--- config.mk ---
export PLATFORM = sky130hd
export DESIGN_NAME = seq_core
export DESIGN_NICKNAME = d
export VERILOG_FILES = /design/src/rtl/seq_pkg.sv /design/src/rtl/seq_regfile.sv /design/src/rtl/seq_alu.sv /design/src/rtl/seq_ctrl.sv /design/src/rtl/seq_core.sv
export SDC_FILE = /design/constraint.sdc
export NUM_CORES = 1
export LEC_CHECK = 0
export BUFFER_PORTS_ARGS = -buffer_cell sky130_fd_sc_hd__buf_4
export CORE_ASPECT_RATIO = 1.2
export CORE_MARGIN = 2
export CORE_UTILIZATION = 31
export CTS_CLUSTER_DIAMETER = 80
export DETAILED_ROUTE_END_ITERATION = 8
export MAX_ROUTING_LAYER = met4
export PLACE_DENSITY = 0.42
export SLEW_MARGIN = 10
export SYNTH_ARGS = -nofsm -noshare
export SYNTH_HDL_FRONTEND = slang
export SYNTH_SLANG_ARGS = --single-unit
--- constraint.sdc ---
create_clock -name clk -period 4.32 [get_ports clk]
set_clock_uncertainty 0.15 [all_clocks]
set_input_delay 0.432 -clock clk [delete_from_list [all_inputs] [get_ports clk]]
set_output_delay 0.432 -clock clk [all_outputs]
set_load 0.05 [all_outputs]
--- src/rtl/seq_pkg.sv ---
package seq_pkg;

    localparam int WORD_W  = 16;
    localparam int NREGS   = 8;
    localparam int RIDX_W  = $clog2(NREGS);
    localparam int OPC_W   = 4;
    localparam int OFF_W   = 9;

    typedef logic [WORD_W-1:0] word_t;
    typedef logic [RIDX_W-1:0] ridx_t;
    typedef logic [OPC_W-1:0]  opc_t;

    localparam opc_t OPC_ADD  = 4'b0001;
    localparam opc_t OPC_LD   = 4'b0010;
    localparam opc_t OPC_AND  = 4'b0101;
    localparam opc_t OPC_NOT  = 4'b1001;
    localparam opc_t OPC_HALT = 4'b1111;

    typedef enum logic [2:0] {
        PH_FETCH   = 3'd0,
        PH_DECODE  = 3'd1,
        PH_EVAL    = 3'd2,
        PH_OPER    = 3'd3,
        PH_EXEC    = 3'd4,
        PH_STORE   = 3'd5,
        PH_HALT    = 3'd6
    } phase_e;

    typedef struct packed {
        logic mar_from_pc;
        logic mar_from_ea;
        logic mem_rd;
        logic mdr_load;
        logic ir_load;
        logic ea_load;
        logic res_load;
        logic rf_we;
        logic wb_from_mdr;
    } ctl_t;

    typedef struct packed {
        opc_t             opc;
        ridx_t            dst;
        ridx_t            src_a;
        ridx_t            src_b;
        logic [OFF_W-1:0] off;
    } fields_t;

    function automatic fields_t split_instr(word_t w);
        fields_t f;
        f.opc   = w[15:12];
        f.dst   = w[11:9];
        f.src_a = w[8:6];
        f.src_b = w[2:0];
        f.off   = w[OFF_W-1:0];
        return f;
    endfunction

    function automatic logic is_reg_op(opc_t o);
        return (o == OPC_ADD) || (o == OPC_AND) || (o == OPC_NOT);
    endfunction

    function automatic word_t sext_off(logic [OFF_W-1:0] o);
        return {{(WORD_W-OFF_W){o[OFF_W-1]}}, o};
    endfunction

endpackage

--- src/rtl/seq_regfile.sv ---
module seq_regfile #(
    parameter int NREG = 8,
    parameter int W    = 16,
    localparam int AW  = $clog2(NREG)
) (
    input  logic          clk,
    input  logic          rst,
    input  logic          we,
    input  logic [AW-1:0] wa,
    input  logic [W-1:0]  wd,
    input  logic [AW-1:0] ra,
    input  logic [AW-1:0] rb,
    output logic [W-1:0]  qa,
    output logic [W-1:0]  qb
);
    logic [W-1:0] regs [NREG];

    for (genvar g = 0; g < NREG; g++) begin : g_reg
        always_ff @(posedge clk) begin
            if (rst)
                regs[g] <= '0;
            else if (we && wa == AW'(g))
                regs[g] <= wd;
        end
    end

    assign qa = regs[ra];
    assign qb = regs[rb];
endmodule

--- src/rtl/seq_alu.sv ---
module seq_alu
    import seq_pkg::*;
#(
    parameter int W = 16
) (
    input  opc_t         op,
    input  logic [W-1:0] a,
    input  logic [W-1:0] b,
    output logic [W-1:0] y
);
    always_comb begin
        unique case (op)
            OPC_ADD: y = a + b;
            OPC_AND: y = a & b;
            OPC_NOT: y = ~a;
            default: y = '0;
        endcase
    end
endmodule

--- src/rtl/seq_ctrl.sv ---
module seq_ctrl
    import seq_pkg::*;
#(
    parameter int FETCH_STEPS = 4,
    parameter int OPER_STEPS  = 3,
    localparam int STEP_W     = $clog2(FETCH_STEPS + 1)
) (
    input  logic   clk,
    input  logic   rst,
    input  opc_t   opc,
    output phase_e phase,
    output ctl_t   ctl
);
    phase_e            ph, ph_nx;
    logic [STEP_W-1:0] step, step_nx;

    always_comb begin
        ph_nx   = ph;
        step_nx = step;
        ctl     = '0;
        unique case (ph)
            PH_FETCH: begin
                step_nx = step + 1'b1;
                case (step)
                    STEP_W'(0): ctl.mar_from_pc = 1'b1;
                    STEP_W'(1): ctl.mem_rd      = 1'b1;
                    STEP_W'(2): ctl.mdr_load    = 1'b1;
                    default:    ctl.ir_load     = 1'b1;
                endcase
                if (step == STEP_W'(FETCH_STEPS - 1)) begin
                    ph_nx   = PH_DECODE;
                    step_nx = '0;
                end
            end
            PH_DECODE: begin
                if (is_reg_op(opc))     ph_nx = PH_EXEC;
                else if (opc == OPC_LD) ph_nx = PH_EVAL;
                else if (opc == OPC_HALT) ph_nx = PH_HALT;
                else                    ph_nx = PH_FETCH;
            end
            PH_EVAL: begin
                ctl.ea_load = 1'b1;
                ph_nx       = PH_OPER;
            end
            PH_OPER: begin
                step_nx = step + 1'b1;
                case (step)
                    STEP_W'(0): ctl.mar_from_ea = 1'b1;
                    STEP_W'(1): ctl.mem_rd      = 1'b1;
                    default:    ctl.mdr_load    = 1'b1;
                endcase
                if (step == STEP_W'(OPER_STEPS - 1)) begin
                    ph_nx   = PH_EXEC;
                    step_nx = '0;
                end
            end
            PH_EXEC: begin
                ctl.res_load = 1'b1;
                ph_nx        = PH_STORE;
            end
            PH_STORE: begin
                ctl.rf_we       = 1'b1;
                ctl.wb_from_mdr = (opc == OPC_LD);
                ph_nx           = PH_FETCH;
            end
            default: ph_nx = PH_HALT;
        endcase
    end

    always_ff @(posedge clk) begin
        if (rst) begin
            ph   <= PH_FETCH;
            step <= '0;
        end else begin
            ph   <= ph_nx;
            step <= step_nx;
        end
    end

    assign phase = ph;

    // a multi-cycle phase never runs past its step budget
    p_step_bound_r2: assert property (@(posedge clk) disable iff (rst)
        (ph == PH_OPER) |-> (step < STEP_W'(OPER_STEPS)));
endmodule

--- src/rtl/seq_core.sv ---
module seq_core
    import seq_pkg::*;
#(
    parameter logic [15:0] START_ADDR = 16'h0040
) (
    input  logic        clk,
    input  logic        rst,
    output logic [15:0] mem_addr,
    output logic        mem_rd,
    output logic        mem_we,
    output logic [15:0] mem_wdata,
    input  logic [15:0] mem_rdata,
    output logic [2:0]  phase,
    output logic        halted,
    output logic        wb_valid,
    output logic [2:0]  wb_reg,
    output logic [15:0] wb_data
);
    word_t   pc, ir, mar, mdr, ea, res;
    fields_t fld;
    phase_e  ph;
    ctl_t    ctl;
    word_t   rf_a, rf_b, alu_y, wb_val;

    assign fld = split_instr(ir);

    seq_ctrl u_ctrl (
        .clk   (clk),
        .rst   (rst),
        .opc   (fld.opc),
        .phase (ph),
        .ctl   (ctl)
    );

    seq_regfile #(.NREG(NREGS), .W(WORD_W)) u_rf (
        .clk (clk),
        .rst (rst),
        .we  (ctl.rf_we),
        .wa  (fld.dst),
        .wd  (wb_val),
        .ra  (fld.src_a),
        .rb  (fld.src_b),
        .qa  (rf_a),
        .qb  (rf_b)
    );

    seq_alu #(.W(WORD_W)) u_alu (
        .op (fld.opc),
        .a  (rf_a),
        .b  (rf_b),
        .y  (alu_y)
    );

    always_ff @(posedge clk) begin
        if (rst) begin
            pc  <= START_ADDR;
            ir  <= '0;
            mar <= '0;
            mdr <= '0;
            ea  <= '0;
            res <= '0;
        end else begin
            if (ctl.mar_from_pc)      mar <= pc;
            else if (ctl.mar_from_ea) mar <= ea;
            if (ctl.mdr_load) mdr <= mem_rdata;
            if (ctl.ir_load) begin
                ir <= mdr;
                pc <= pc + 1'b1;
            end
            if (ctl.ea_load)  ea  <= pc + sext_off(fld.off);
            if (ctl.res_load) res <= alu_y;
        end
    end

    assign wb_val    = ctl.wb_from_mdr ? mdr : res;
    assign mem_addr  = mar;
    assign mem_rd    = ctl.mem_rd;
    assign mem_we    = 1'b0;
    assign mem_wdata = mdr;
    assign phase     = ph;
    assign halted    = (ph == PH_HALT);
    assign wb_valid  = ctl.rf_we;
    assign wb_reg    = fld.dst;
    assign wb_data   = wb_val;

    // PC advances by one when Fetch hands over to Decode
    p_pc_step_r3: assert property (@(posedge clk) disable iff (rst)
        ($past(ph) == PH_FETCH && ph == PH_DECODE) |-> (pc == $past(pc) + 1'b1));

    // the decoded instruction is the word staged in the data register
    p_ir_from_mdr_r3: assert property (@(posedge clk) disable iff (rst)
        ($past(ph) == PH_FETCH && ph == PH_DECODE) |-> (ir == $past(mdr)));

    // address held through the cycle after the strobe
    p_addr_hold_r3: assert property (@(posedge clk) disable iff (rst)
        mem_rd |=> $stable(mem_addr));

    // only the load reaches the address and operand phases
    p_mem_only_load_r6: assert property (@(posedge clk) disable iff (rst)
        (ph == PH_EVAL || ph == PH_OPER) |-> (fld.opc == OPC_LD));

    // halted is final and silent
    p_halt_quiet_r9: assert property (@(posedge clk) disable iff (rst)
        halted |=> (halted && !mem_rd && !wb_valid));

    // register writes happen only in Store
    p_wb_in_store_r10: assert property (@(posedge clk) disable iff (rst)
        wb_valid |-> (ph == PH_STORE));
endmodule

==> metrics.md, run 1 <==
| Metric | Value |
|---|---|
| Commonest non-fill, non-tap cell in the layout | `nor2_1` |
| Hold Crit Class | `input pin to flop` |
| Most Frequent Cell on Critical Path | `o21ai_0` |
| WL per Instance | `~23 microns` |
| Postcts setup bufs | `0` |
| Fin area | `around 15000 sq um` |
| Die Wd | `189 microns` |
| Post_cts resized | `0` |
| Post-CTS Hold Fix Bufs | `16` |
| FMAX | `between 200 and 300 MHz` |
| Synth-to-Final Area Change | `18.4%` |
| Final Cycle Share | `0.882` |
| EDFF count, synth | `~130` |
| Least-Margin Pin Slew | `between 1 and 1.5 ns` |
| Commonest cells after routing, fill and taps aside | `nor2_1 (186), nand2_1 (131), edfxtp_1 (128)` |
| Max Buffers Root-to-Sink | `3` |
| Mean Syn Cell Area | `roughly 11 sq um` |
| Netlist cell types | `between 70 and 80` |
| IR drop worst, VDD | `between 300 and 400 uV` |
| Final slew viol count | `0` |
| Min-Delay Startpoint | `rst` |
| Lkg Pwr | `5.55 nW` |
| Arr. time, crit path | `around 4.1 ns` |
| Final TNS setup | `0 ns` |
| Clock transition at the registers of the reported paths | `0.07 ns` |
| Clock sink count | `about 240` |
| Die area | `between 40000 and 50000 sq um` |
| Required @ worst endpoint | `around 4.6 ns` |
| Antenna violations before repair | `1` |
| Crit path largest cell delay | `roughly 0.55 ns` |
| DRT iter0 DRCs | `521` |
| Max Cap Violations | `0` |
| Syn Std Cell Area | `between 10000 and 15000 sq um` |
| Die Height | `~230 microns` |
| Dpl cell area | `around 14000 sq um` |
| Worst setup SP type | `flop` |
| ANT cells | `0` |
| Root buffer cell | `clkbuf_16` |
| Worst path cell trace | `mux4_2 > mux2_2 > ha_1 > fa_1 > a211oi_1 > o21bai_1 > a221oi_1 > o21ai_0 > a22oi_1 > o21ai_0` |
| H-tree levels | `1` |
| Gate Count Post-Synth | `roughly 1200` |
| GRT overflow | `0` |
| Nets | `about 1300` |
| Async S/R FF share, synth | `0` |
| CP max stage cell | `a221oi_1` |
| Crit Path Category | `flop to flop` |
| Core Box Area | `between 40000 and 50000 sq um` |
| Status | `finished clean` |
| Top FF cell, synth | `edfxtp_1` |
| Routability cong. | `0.806` |
| Crit path depth | `10` |
| Rel. slew slack | `0.309` |
| Seq cells post-synth | `around 240` |
| First-pass GRT wire length | `60500 microns` |
| Final ANT Viol Nets | `0` |
| Drc violations | `0` |
| CTS Buf Count | `26` |
| Clock period minus worst slack | `around 3.8 ns` |
| Post-Syn Nets | `about 1200` |
| Post-Route WL | `around 40000 microns` |
| HPWL after DPL | `~28000 microns` |
| Power Dens Cells | `between 400 and 500 nW/um^2` |
| DR pass1 iterations | `5` |
| Worst Path Buf+Inv | `0` |
| Cell Rows | `slightly above 80` |
| Starting Density | `0.313` |
| CTS tree | `built` |
| IO buf count | `between 70 and 80` |
| CP top delay family | `compound AO/OA/AOI/OAI gates` |
| Final Hold Fails | `0` |
| All-Layer GR Usage | `0.196` |
| Worst hold path cell count | `2` |
| DR vias/cell | `around 5.2` |
| I/O pin cnt | `between 70 and 80` |
| Vias in the first global route | `approximately 9400` |
| Vias | `approximately 9400` |
| Largest net degree at the start of global routing | `50` |
| R2R depth | `10` |
| Sequential fraction of the synthesis area | `0.473` |
| # fillers | `between 4000 and 5000` |
| Crit path max fanout | `7` |
| Worst setup EP type | `flop` |
| Setup violations, final | `0` |
| Unrepaired setup endpoints after global routing | `no` |
| Layout cells sized above 1 | `0.211` |
| Syn. warnings | `0` |
| Clock latency on the worst-skew pair | `around 0.55 ns` |
## worst register-to-register path, stage by stage, from the launching register on
cell and delay (ns):
dfxtp_2 0.48, mux4_2 0.53, mux2_2 0.28, ha_1 0.24, fa_1 0.51, a211oi_1 0.28
o21bai_1 0.18, a221oi_1 0.55, o21ai_0 0.23, a22oi_1 0.17, o21ai_0 0.10
## cells by family after synthesis
family / after synthesis / synth area share
XOR/XNOR: 32 / 0.0221
AND/OR/NAND/NOR: 406 / 0.138
flip-flops: 236 / 0.473
multiplexers: 129 / 0.182
adder cells (fa/ha/maj): 40 / 0.0406
other: 1 / 0.000295
buffers and inverters: 103 / 0.0358
AO/OA/AOI/OAI: 209 / 0.108
## cells in the mapped netlist, types with 7 or more instances
cell | number | share of area
clkbuf_1 | 42 | 0.012
nand3_1 | 21 | 0.0083
or3_1 | 8 | 0.0039
buf_2 | 14 | 0.0055
dfxtp_1 | 108 | 0.17
mux2i_4 | 10 | 0.018
inv_1 | 31 | 0.0092
xor2_1 | 15 | 0.010
a211oi_1 | 13 | 0.0077
o22ai_1 | 8 | 0.0039
nor3_1 | 8 | 0.0032
ha_1 | 38 | 0.037
nand2_1 | 131 | 0.039
xnor2_1 | 17 | 0.012
mux4_2 | 50 | 0.089
buf_4 | 7 | 0.0041
o221ai_1 | 21 | 0.014
a21o_1 | 9 | 0.0053
edfxtp_1 | 128 | 0.30
and3_1 | 11 | 0.0054
mux2i_1 | 23 | 0.018
o21ai_0 | 26 | 0.010
nor2_1 | 186 | 0.055
mux2_2 | 31 | 0.027
a21oi_1 | 74 | 0.029
o211ai_1 | 8 | 0.0047
mux4_1 | 14 | 0.029
## registers in the layout, indices dropped and copies added (netlist names), named ones only
name          flops
ea               16
mem_wdata        16
res              16
u_ctrl.step       3
u_ctrl.phase      3
u_rf.regs       128
ir               16
pc               16
mem_addr         16
## final cells by class
| cell class | instances | area [sq um] | share of cell area |
|---|---|---|---|
| Multi-Input combinational cell | 817 | 6280 | 0.418 |
| Sequential cell | 236 | 6010 | 0.399 |
| Timing Repair Buffer | 130 | 1040 | 0.0692 |
| Clock buffer | 35 | 739 | 0.0491 |
| Tap cell | 539 | 674 | 0.0448 |
| Clock inverter | 13 | 175 | 0.0116 |
| Inverter | 33 | 124 | 0.00823 |
## metal layers
metal | track usage | vias to the layer above | wire, microns
met1 | 0.223 | 4613 | 16300
met5 | - | - | 0
met4 | 0.0832 | 0 | 1800
met2 | 0.349 | 220 | 21100
li1 | - | 4456 | -
met3 | 0.0219 | 78 | 1490
## path summary, 6_finish.rpt
path                 end  slack (ns)
min reg2reg  mem_addr[9]        0.30
max reg2reg      res[12]        0.51
min                pc[2]        0.27
max              res[12]        0.51
## stage by stage
| stage | instances | hold WS [ns] | total power, mW | setup WS, ns | utilization |
|---|---|---|---|---|---|
| 2_1_floorplan | 1156 | 0.275 | 3.60 | 0.621 | - |
| 3_5_place_dp | 1739 | 0.295 | 4.08 | 0.509 | 0.344 |
| 4_1_cts | 1803 | 0.237 | 6.52 | 0.505 | 0.370 |
| 3_3_place_gp | 1739 | 0.291 | 4.08 | 0.494 | 0.344 |
| 6_report | 1803 | 0.269 | 6.44 | 0.509 | 0.370 |
| 5_1_grt | 1803 | 0.259 | 6.71 | 0.330 | 0.370 |
## where the power goes
part           switching (mW)  leakage, nW  internal [mW]  total [mW]
combinational           0.905         2.91          0.485        1.39
sequential              0.146         2.19           2.48        2.63
clock                   0.974        0.445           1.44        2.42
total                    2.02         5.55           4.41        6.44
Note: power is estimated with default switching activity, not from simulation.
==> inputs of run 2 (changes only) <==
CAP_MARGIN = 10   (was unset)
CORE_ASPECT_RATIO = 0.5   (was 1.2)
==> run 2 against run 1 <==
Compared with the run above: largest cell class unchanged; sequential share of layout area grew 0.47 points; combinational power about the same; count of clock-buffer cells in the layout fell by 4; sequential cell count stayed put; cell count decreased by 0.61%; power down 3.2%; via count grew 1.8%; core utilization fell by 0.22 points; critical path depth is the same; worst hold slack worse by 0.084 ns; die area increased by 0.21%; first-iteration DRC count is 30% higher.
==> metrics.md, run 2 (synthesis gave the netlist of run 1 again) <==
| Metric | Value |
|---|---|
| Lkg Pwr | `approximately 5.5 nW` |
| Routability cong. | `between 0.8 and 0.9` |
| DRT iter0 DRCs | `just under 700` |
| Worst setup SP type | `flop` |
| Post-route worst setup slack | `0.512 ns` |
| Antenna violations before repair | `1` |
| DR pass1 iterations | `7` |
| Drc violations | `0` |
| Final Non-Filler Cells | `approximately 1800` |
| IO buf count | `74` |
| Final TNS setup | `0 ns` |
| Total power | `about 6.2 mW` |
| Worst Path Buf+Inv | `1` |
| Arr. time, crit path | `a little over 4 ns` |
| Die Height | `around 150 microns` |
| Cells after DPL | `1732` |
| WL per Instance | `around 22 microns` |
| GRT overflow | `0` |
| CTS tree | `built` |
| Post_cts resized | `0` |
| DR vias/cell | `~5.3` |
| Root buffer cell | `clkbuf_16` |
| Die area | `approximately 43000 sq um` |
| IR drop worst, VDD | `214 uV` |
| Vias | `9537` |
| Clock transition at the registers of the reported paths | `about 0.060 ns` |
| Largest net degree at the start of global routing | `between 60 and 70` |
| Final slew viol count | `0` |
| Final Hold Fails | `0` |
| Commonest cells after routing, fill and taps aside | `nor2_1 (186), nand2_1 (131), edfxtp_1 (128)` |
| Post-Route WL | `between 30000 and 40000 microns` |
| Power Dens Cells | `about 420 nW/um^2` |
| Final core occ | `0.368` |
| Worst path cell trace | `buf_4 > mux4_2 > mux2_2 > fa_1 > a211oi_1 > o21bai_1 > a221oi_1 > o21ai_0 > a22oi_1 > o21ai_0` |
| Clock sink count | `between 200 and 250` |
| Required @ worst endpoint | `4.58 ns` |
| Unrepaired setup endpoints after global routing | `no` |
| Worst setup EP type | `flop` |
| CP max stage cell | `mux4_2` |
| Top reg by flops | `u_rf.regs` |
| HPWL after DPL | `26600 microns` |
| Final Cycle Share | `0.881` |
| Clock latency on the worst-skew pair | `between 0.5 and 0.6 ns` |
| FMAX | `approximately 260 MHz` |
| Starting Density | `0.315` |
| Commonest non-fill, non-tap cell in the layout | `nor2_1` |
| Crit Path Category | `flop to flop` |
| Crit path largest cell delay | `roughly 0.55 ns` |
| Most Frequent Cell on Critical Path | `o21ai_0` |
| Crit path max fanout | `18` |
| Max Buffers Root-to-Sink | `3` |
| H-tree levels | `1` |
| Core Box Area | `40400 sq um` |
| Nets | `about 1300` |
| First-pass GRT wire length | `a little under 60000 microns` |
| Setup violations, final | `0` |
| Final ANT Viol Nets | `0` |
| Die Wd | `around 290 microns` |
| Least-Margin Pin Slew | `between 0.9 and 1 ns` |
| Synth-to-Final Area Change | `17.0%` |
| Vias in the first global route | `between 9000 and 10000` |
| CP top delay family | `compound AO/OA/AOI/OAI gates` |
| Cell Rows | `52` |
| I/O pin cnt | `76` |
| All-Layer GR Usage | `0.189` |
| Rel. slew slack | `0.335` |
| Status | `finished clean` |
| Clock period minus worst slack | `3.81 ns` |
| Hold Crit Class | `input pin to flop` |
| Pre-CTS setup slack | `around 0.56 ns` |
| Layout cells sized above 1 | `0.201` |
| Max Cap Violations | `0` |
| Number of flip-flops in the largest register | `between 100 and 150` |
| # fillers | `between 3000 and 4000` |
| CTS Buf Count | `24` |
==> run 2: per-stage QoR <==
step,hold WS [ns],instance area [sq um]
2_1_floorplan,0.275,12700
3_3_place_gp,0.292,13900
3_5_place_dp,0.293,13900
4_1_cts,0.163,14900
5_1_grt,0.185,14900
6_report,0.185,14900
==> run 2: worst register-to-register path, delay by kind of cell, from the launching register on <==
kind,cells,cell delay [ns]
adder cells (fa/ha/maj),1,0.46
buffers and inverters,1,0.37
AO/OA/AOI/OAI,6,1.44
multiplexers,2,0.86
flip-flops,1,0.38
==> run 2: final timing paths <==
check / start / end / slack [ns] / depth (start not counted)
min reg2reg: ea[8] / ea[8] / 0.30 / 2
min: rst / mem_wdata[13] / 0.19 / 2
max reg2reg: flop / res[12] / 0.51 / 10
max: flop / res[12] / 0.51 / 10
==> run 2: layer usage <==
metal	part of all wire	global-route usage	wire, microns
met4	0.021	0.0422	824
met3	0.052	0.0369	2030
met2	0.47	0.303	18500
met1	0.46	0.247	18000
met5	0	-	0
==> run 2: final cells by class <==
| type | count | area, sq um | share of cell area |
|---|---|---|---|
| clock inverters | 12 | 179 | 0.0120 |
| clock buffers | 31 | 637 | 0.0428 |
| inverters | 33 | 124 | 0.00833 |
| well taps | 540 | 676 | 0.0454 |
| diodes | 1 | 2.50 | 0.000168 |
| multi-input cells | 817 | 6290 | 0.423 |
| repair buffers | 122 | 956 | 0.0643 |
| flip-flops and latches | 236 | 6010 | 0.404 |
==> run 2: timing repair <==
action	CTS	global route
setup buffers	0	0
endpoints found under the hold margin	16	0
hold buffers	16	0
==> run 2: power breakdown <==
group | switching (mW) | total, mW | internal, mW
clock | 0.916 | 2.20 | 1.29
combinational | 0.915 | 1.40 | 0.484
sequential | 0.145 | 2.63 | 2.48
==> inputs of run 3 (changes only) <==
ABC_AREA = 1   (was unset)
==> run 3 against run 2 <==
Compared with the run above: synthesized area increased by 6.9%; maximum frequency increased by 3.1%; routed wire length increased by 21%; clock power increased by 17%; worst hold slack improved by 0.044 ns; final area increased by 7.1%; sequential cell count unchanged; cell count increased by 38%; first-iteration DRC count increased by 45%; global-route usage increased by 2.8 points; critical path type is now flop to output port; largest cell class unchanged; highest routed layer unchanged.
==> metrics.md, run 3 <==
| Metric | Value |
|---|---|
| Status | `finished clean` |
| Worst Path Buf+Inv | `4` |
| FF+latch area | `6010 sq um` |
| Starting Density | `0.313` |
| DR pass1 iterations | `5` |
| Die Height | `approximately 150 microns` |
| Vias in the first global route | `about 12000` |
| Final TNS setup | `0 ns` |
| Cell Rows | `54` |
| Commonest cells after routing, fill and taps aside | `nand2_1 (326), nor2_1 (311), o21ai_0 (209)` |
| DRT iter0 DRCs | `981` |
| Gate Count Post-Synth | `1804` |
| Count leader, synth | `nand2_1` |
| Post-Synth XOR/XNOR Area | `0.00709` |
| DR vias/cell | `about 5` |
| CP startpoint | `ir[14]` |
| Async S/R FF share, synth | `0` |
| Multi-input gate area in the final layout | `~6400 sq um` |
| Syn Std Cell Area | `roughly 14000 sq um` |
| Leading post-synthesis cells by cell area | `edfxtp_1 (28%), dfxtp_1 (16%), nand2_1 (9.0%)` |
| Mean Syn Cell Area | `between 7 and 8 sq um` |
| Root buffer cell | `clkbuf_16` |
| R2R depth | `17` |
| Clock transition at the registers of the reported paths | `around 0.06 ns` |
| Vias | `12200` |
| Final Cycle Share | `0.855` |
| Sequential fraction of the synthesis area | `0.442` |
| HPWL after DPL | `around 33000 microns` |
| I/O pin cnt | `76` |
| Yosys top cell by area | `edfxtp_1` |
| Hold Crit Class | `input pin to flop` |
| Die area | `45600 sq um` |
| Cells after DPL | `between 2000 and 2500` |
| Commonest cells post-synth | `nand2_1 (326), nor2_1 (311), o21ai_0 (217)` |
| Netlist cell types | `46` |
| Final ANT Viol Nets | `0` |
| EDFF count, synth | `~130` |
| Lkg Pwr | `6.51 nW` |
| All-Layer GR Usage | `0.216` |
| Setup violations, final | `0` |
| Post_cts resized | `0` |
| Final core occ | `0.367` |
| H-tree levels | `1` |
| Worst R2R Setup Slack | `~0.86 ns` |
| Adder-cell share of the synthesized area | `0.0379` |
| Antenna violations before repair | `1` |
| WL per Instance | `19.3 microns` |
| Worst setup SP type | `flop` |
| Rel. slew slack | `0.386` |
| Crit path max fanout | `24` |
| Crit Path Category | `flop to output port` |
| Clock sink count | `236` |
| CTS Buf Count | `26` |
| Unrepaired setup endpoints after global routing | `no` |
| Max Cap Violations | `0` |
| Nets | `~1900` |
| Top FF cell, synth | `edfxtp_1` |
| Required @ worst endpoint | `3.74 ns` |
| Seq cells post-synth | `between 200 and 250` |
| IO buf count | `74` |
| Crit path largest cell delay | `0.54 ns` |
| Least-Margin Pin Slew | `0.920 ns` |
| # fillers | `4561` |
| IR drop worst, VDD | `310 uV` |
| GRT overflow | `0` |
| FMAX | `271 MHz` |
| Top reg by flops | `u_rf.regs` |
| Core Box Area | `~43000 sq um` |
| Post-Route WL | `about 48000 microns` |
| Worst path cell trace | `inv_1 > nand2_1 > nor3_1 > nand2_2 > buf_4 > o21ai_4 > inv_1 > buf_4` |
| Routability cong. | `0.884` |
| CP top delay family | `simple AND/OR/NAND/NOR gates` |
| Largest family of logic cells by synthesized area | `simple AND/OR/NAND/NOR gates` |
| Post-synthesis simple-gate area fraction | `0.232` |
| Power Dens Cells | `712 nW/um^2` |
| Worst setup endpoint | `wb_data[11]` |
| R2r endpoint | `res[11]` |
| Compound-cell area share of the yosys netlist | `0.190` |
| First-pass GRT wire length | `roughly 73000 microns` |
| Worst setup EP type | `output port` |
| Syn. warnings | `0` |
| Crit path depth | `8` |
| Drc violations | `0` |
| Yosys top cell area share | `0.283` |
| Min-Delay Startpoint | `rst` |
| Arr. time, crit path | `between 3 and 4 ns` |
| Final Hold Fails | `0` |
| CTS tree | `built` |
| Max Buffers Root-to-Sink | `3` |
| Final Non-Filler Cells | `roughly 2500` |
| Final slew viol count | `0` |
| Commonest non-fill, non-tap cell in the layout | `nand2_1` |
| Number of flip-flops in the largest register | `around 130` |
| Layout cells sized above 1 | `0.114` |
| Synth-to-Final Area Change | `17.2%` |
| Clock period minus worst slack | `roughly 3.7 ns` |
| Clock latency on the worst-skew pair | `0.56 ns` |
| Largest net degree at the start of global routing | `slightly below 80` |
| Post-Syn Nets | `between 1500 and 2000` |
| Die Wd | `approximately 300 microns` |
| CP max stage cell | `nand2_2` |
| Fraction of synthesized area in multiplexers | `0` |
[run 3: kinds of logic after synthesis]
logic type	Yosys count
flip-flops	236
buffers and inverters	305
AO/OA/AOI/OAI	455
adder cells (fa/ha/maj)	40
other	1
XOR/XNOR	11
AND/OR/NAND/NOR	756
[run 3: layout make-up]
| class | count | share of cell area |
|---|---|---|
| Inverter | 213 | 0.0502 |
| Antenna cell | 1 | 0.000157 |
| Multi-Input combinational cell | 1263 | 0.400 |
| Sequential cell | 236 | 0.377 |
| Clock inverter | 17 | 0.0163 |
| Timing Repair Buffer | 132 | 0.0655 |
| Tap cell | 588 | 0.0462 |
| Clock buffer | 31 | 0.0440 |
[run 3: worst min-delay path by stage]
stage	endpoint	slack (ns)	depth (start not counted)
floorplan	ea[0]	0.28	2
global placement	ea[0]	0.29	2
detailed placement	ea[0]	0.30	2
CTS	u_ctrl.phase[0]	0.22	2
global route	u_ctrl.phase[0]	0.25	2
finish	u_ctrl.phase[0]	0.23	2
[run 3: power breakdown]
group	switching [mW]	leakage [nW]	total (mW)	internal, mW
logic	3.97	3.84	5.73	1.76
registers	0.383	2.20	3.03	2.64
clock network	1.01	0.461	2.58	1.57
total	5.36	6.51	11.3	5.97
[run 3: repair_timing]
action / in CTS / in global routing
endpoints found under the hold margin: 16 / 0
hold buffers: 16 / 0
buffers inserted: 0 / 0
endpoints found under the setup margin: 0 / 0
[run 3: through the flow]
stage	cell area (sq um)	setup WS (ns)	total power [mW]	hold slack [ns]
final	15900	0.626	11.3	0.230
after global placement	14800	0.912	8.82	0.295
after detailed placement	14800	0.921	8.78	0.296
after floorplan	13600	0.630	7.01	0.280
after CTS	15900	0.546	11.4	0.222
after global routing	15900	0.410	12.2	0.252
[run 3: worst register-to-register path, delay by kind of cell, from the launching register on]
kind	cells	cell delay, ns
adder cells (fa/ha/maj)	1	0.39
flip-flops	1	0.33
buffers and inverters	1	0.62
AND/OR/NAND/NOR	10	1.01
AO/OA/AOI/OAI	5	0.91
[run 3: per-layer routing]
metal,vias to the layer above,track usage,part of all wire
met5,-,-,0
met4,0,0.0538,0.026
met3,62,0.0273,0.039
met2,257,0.335,0.45
met1,5740,0.300,0.49
li1,6106,-,-
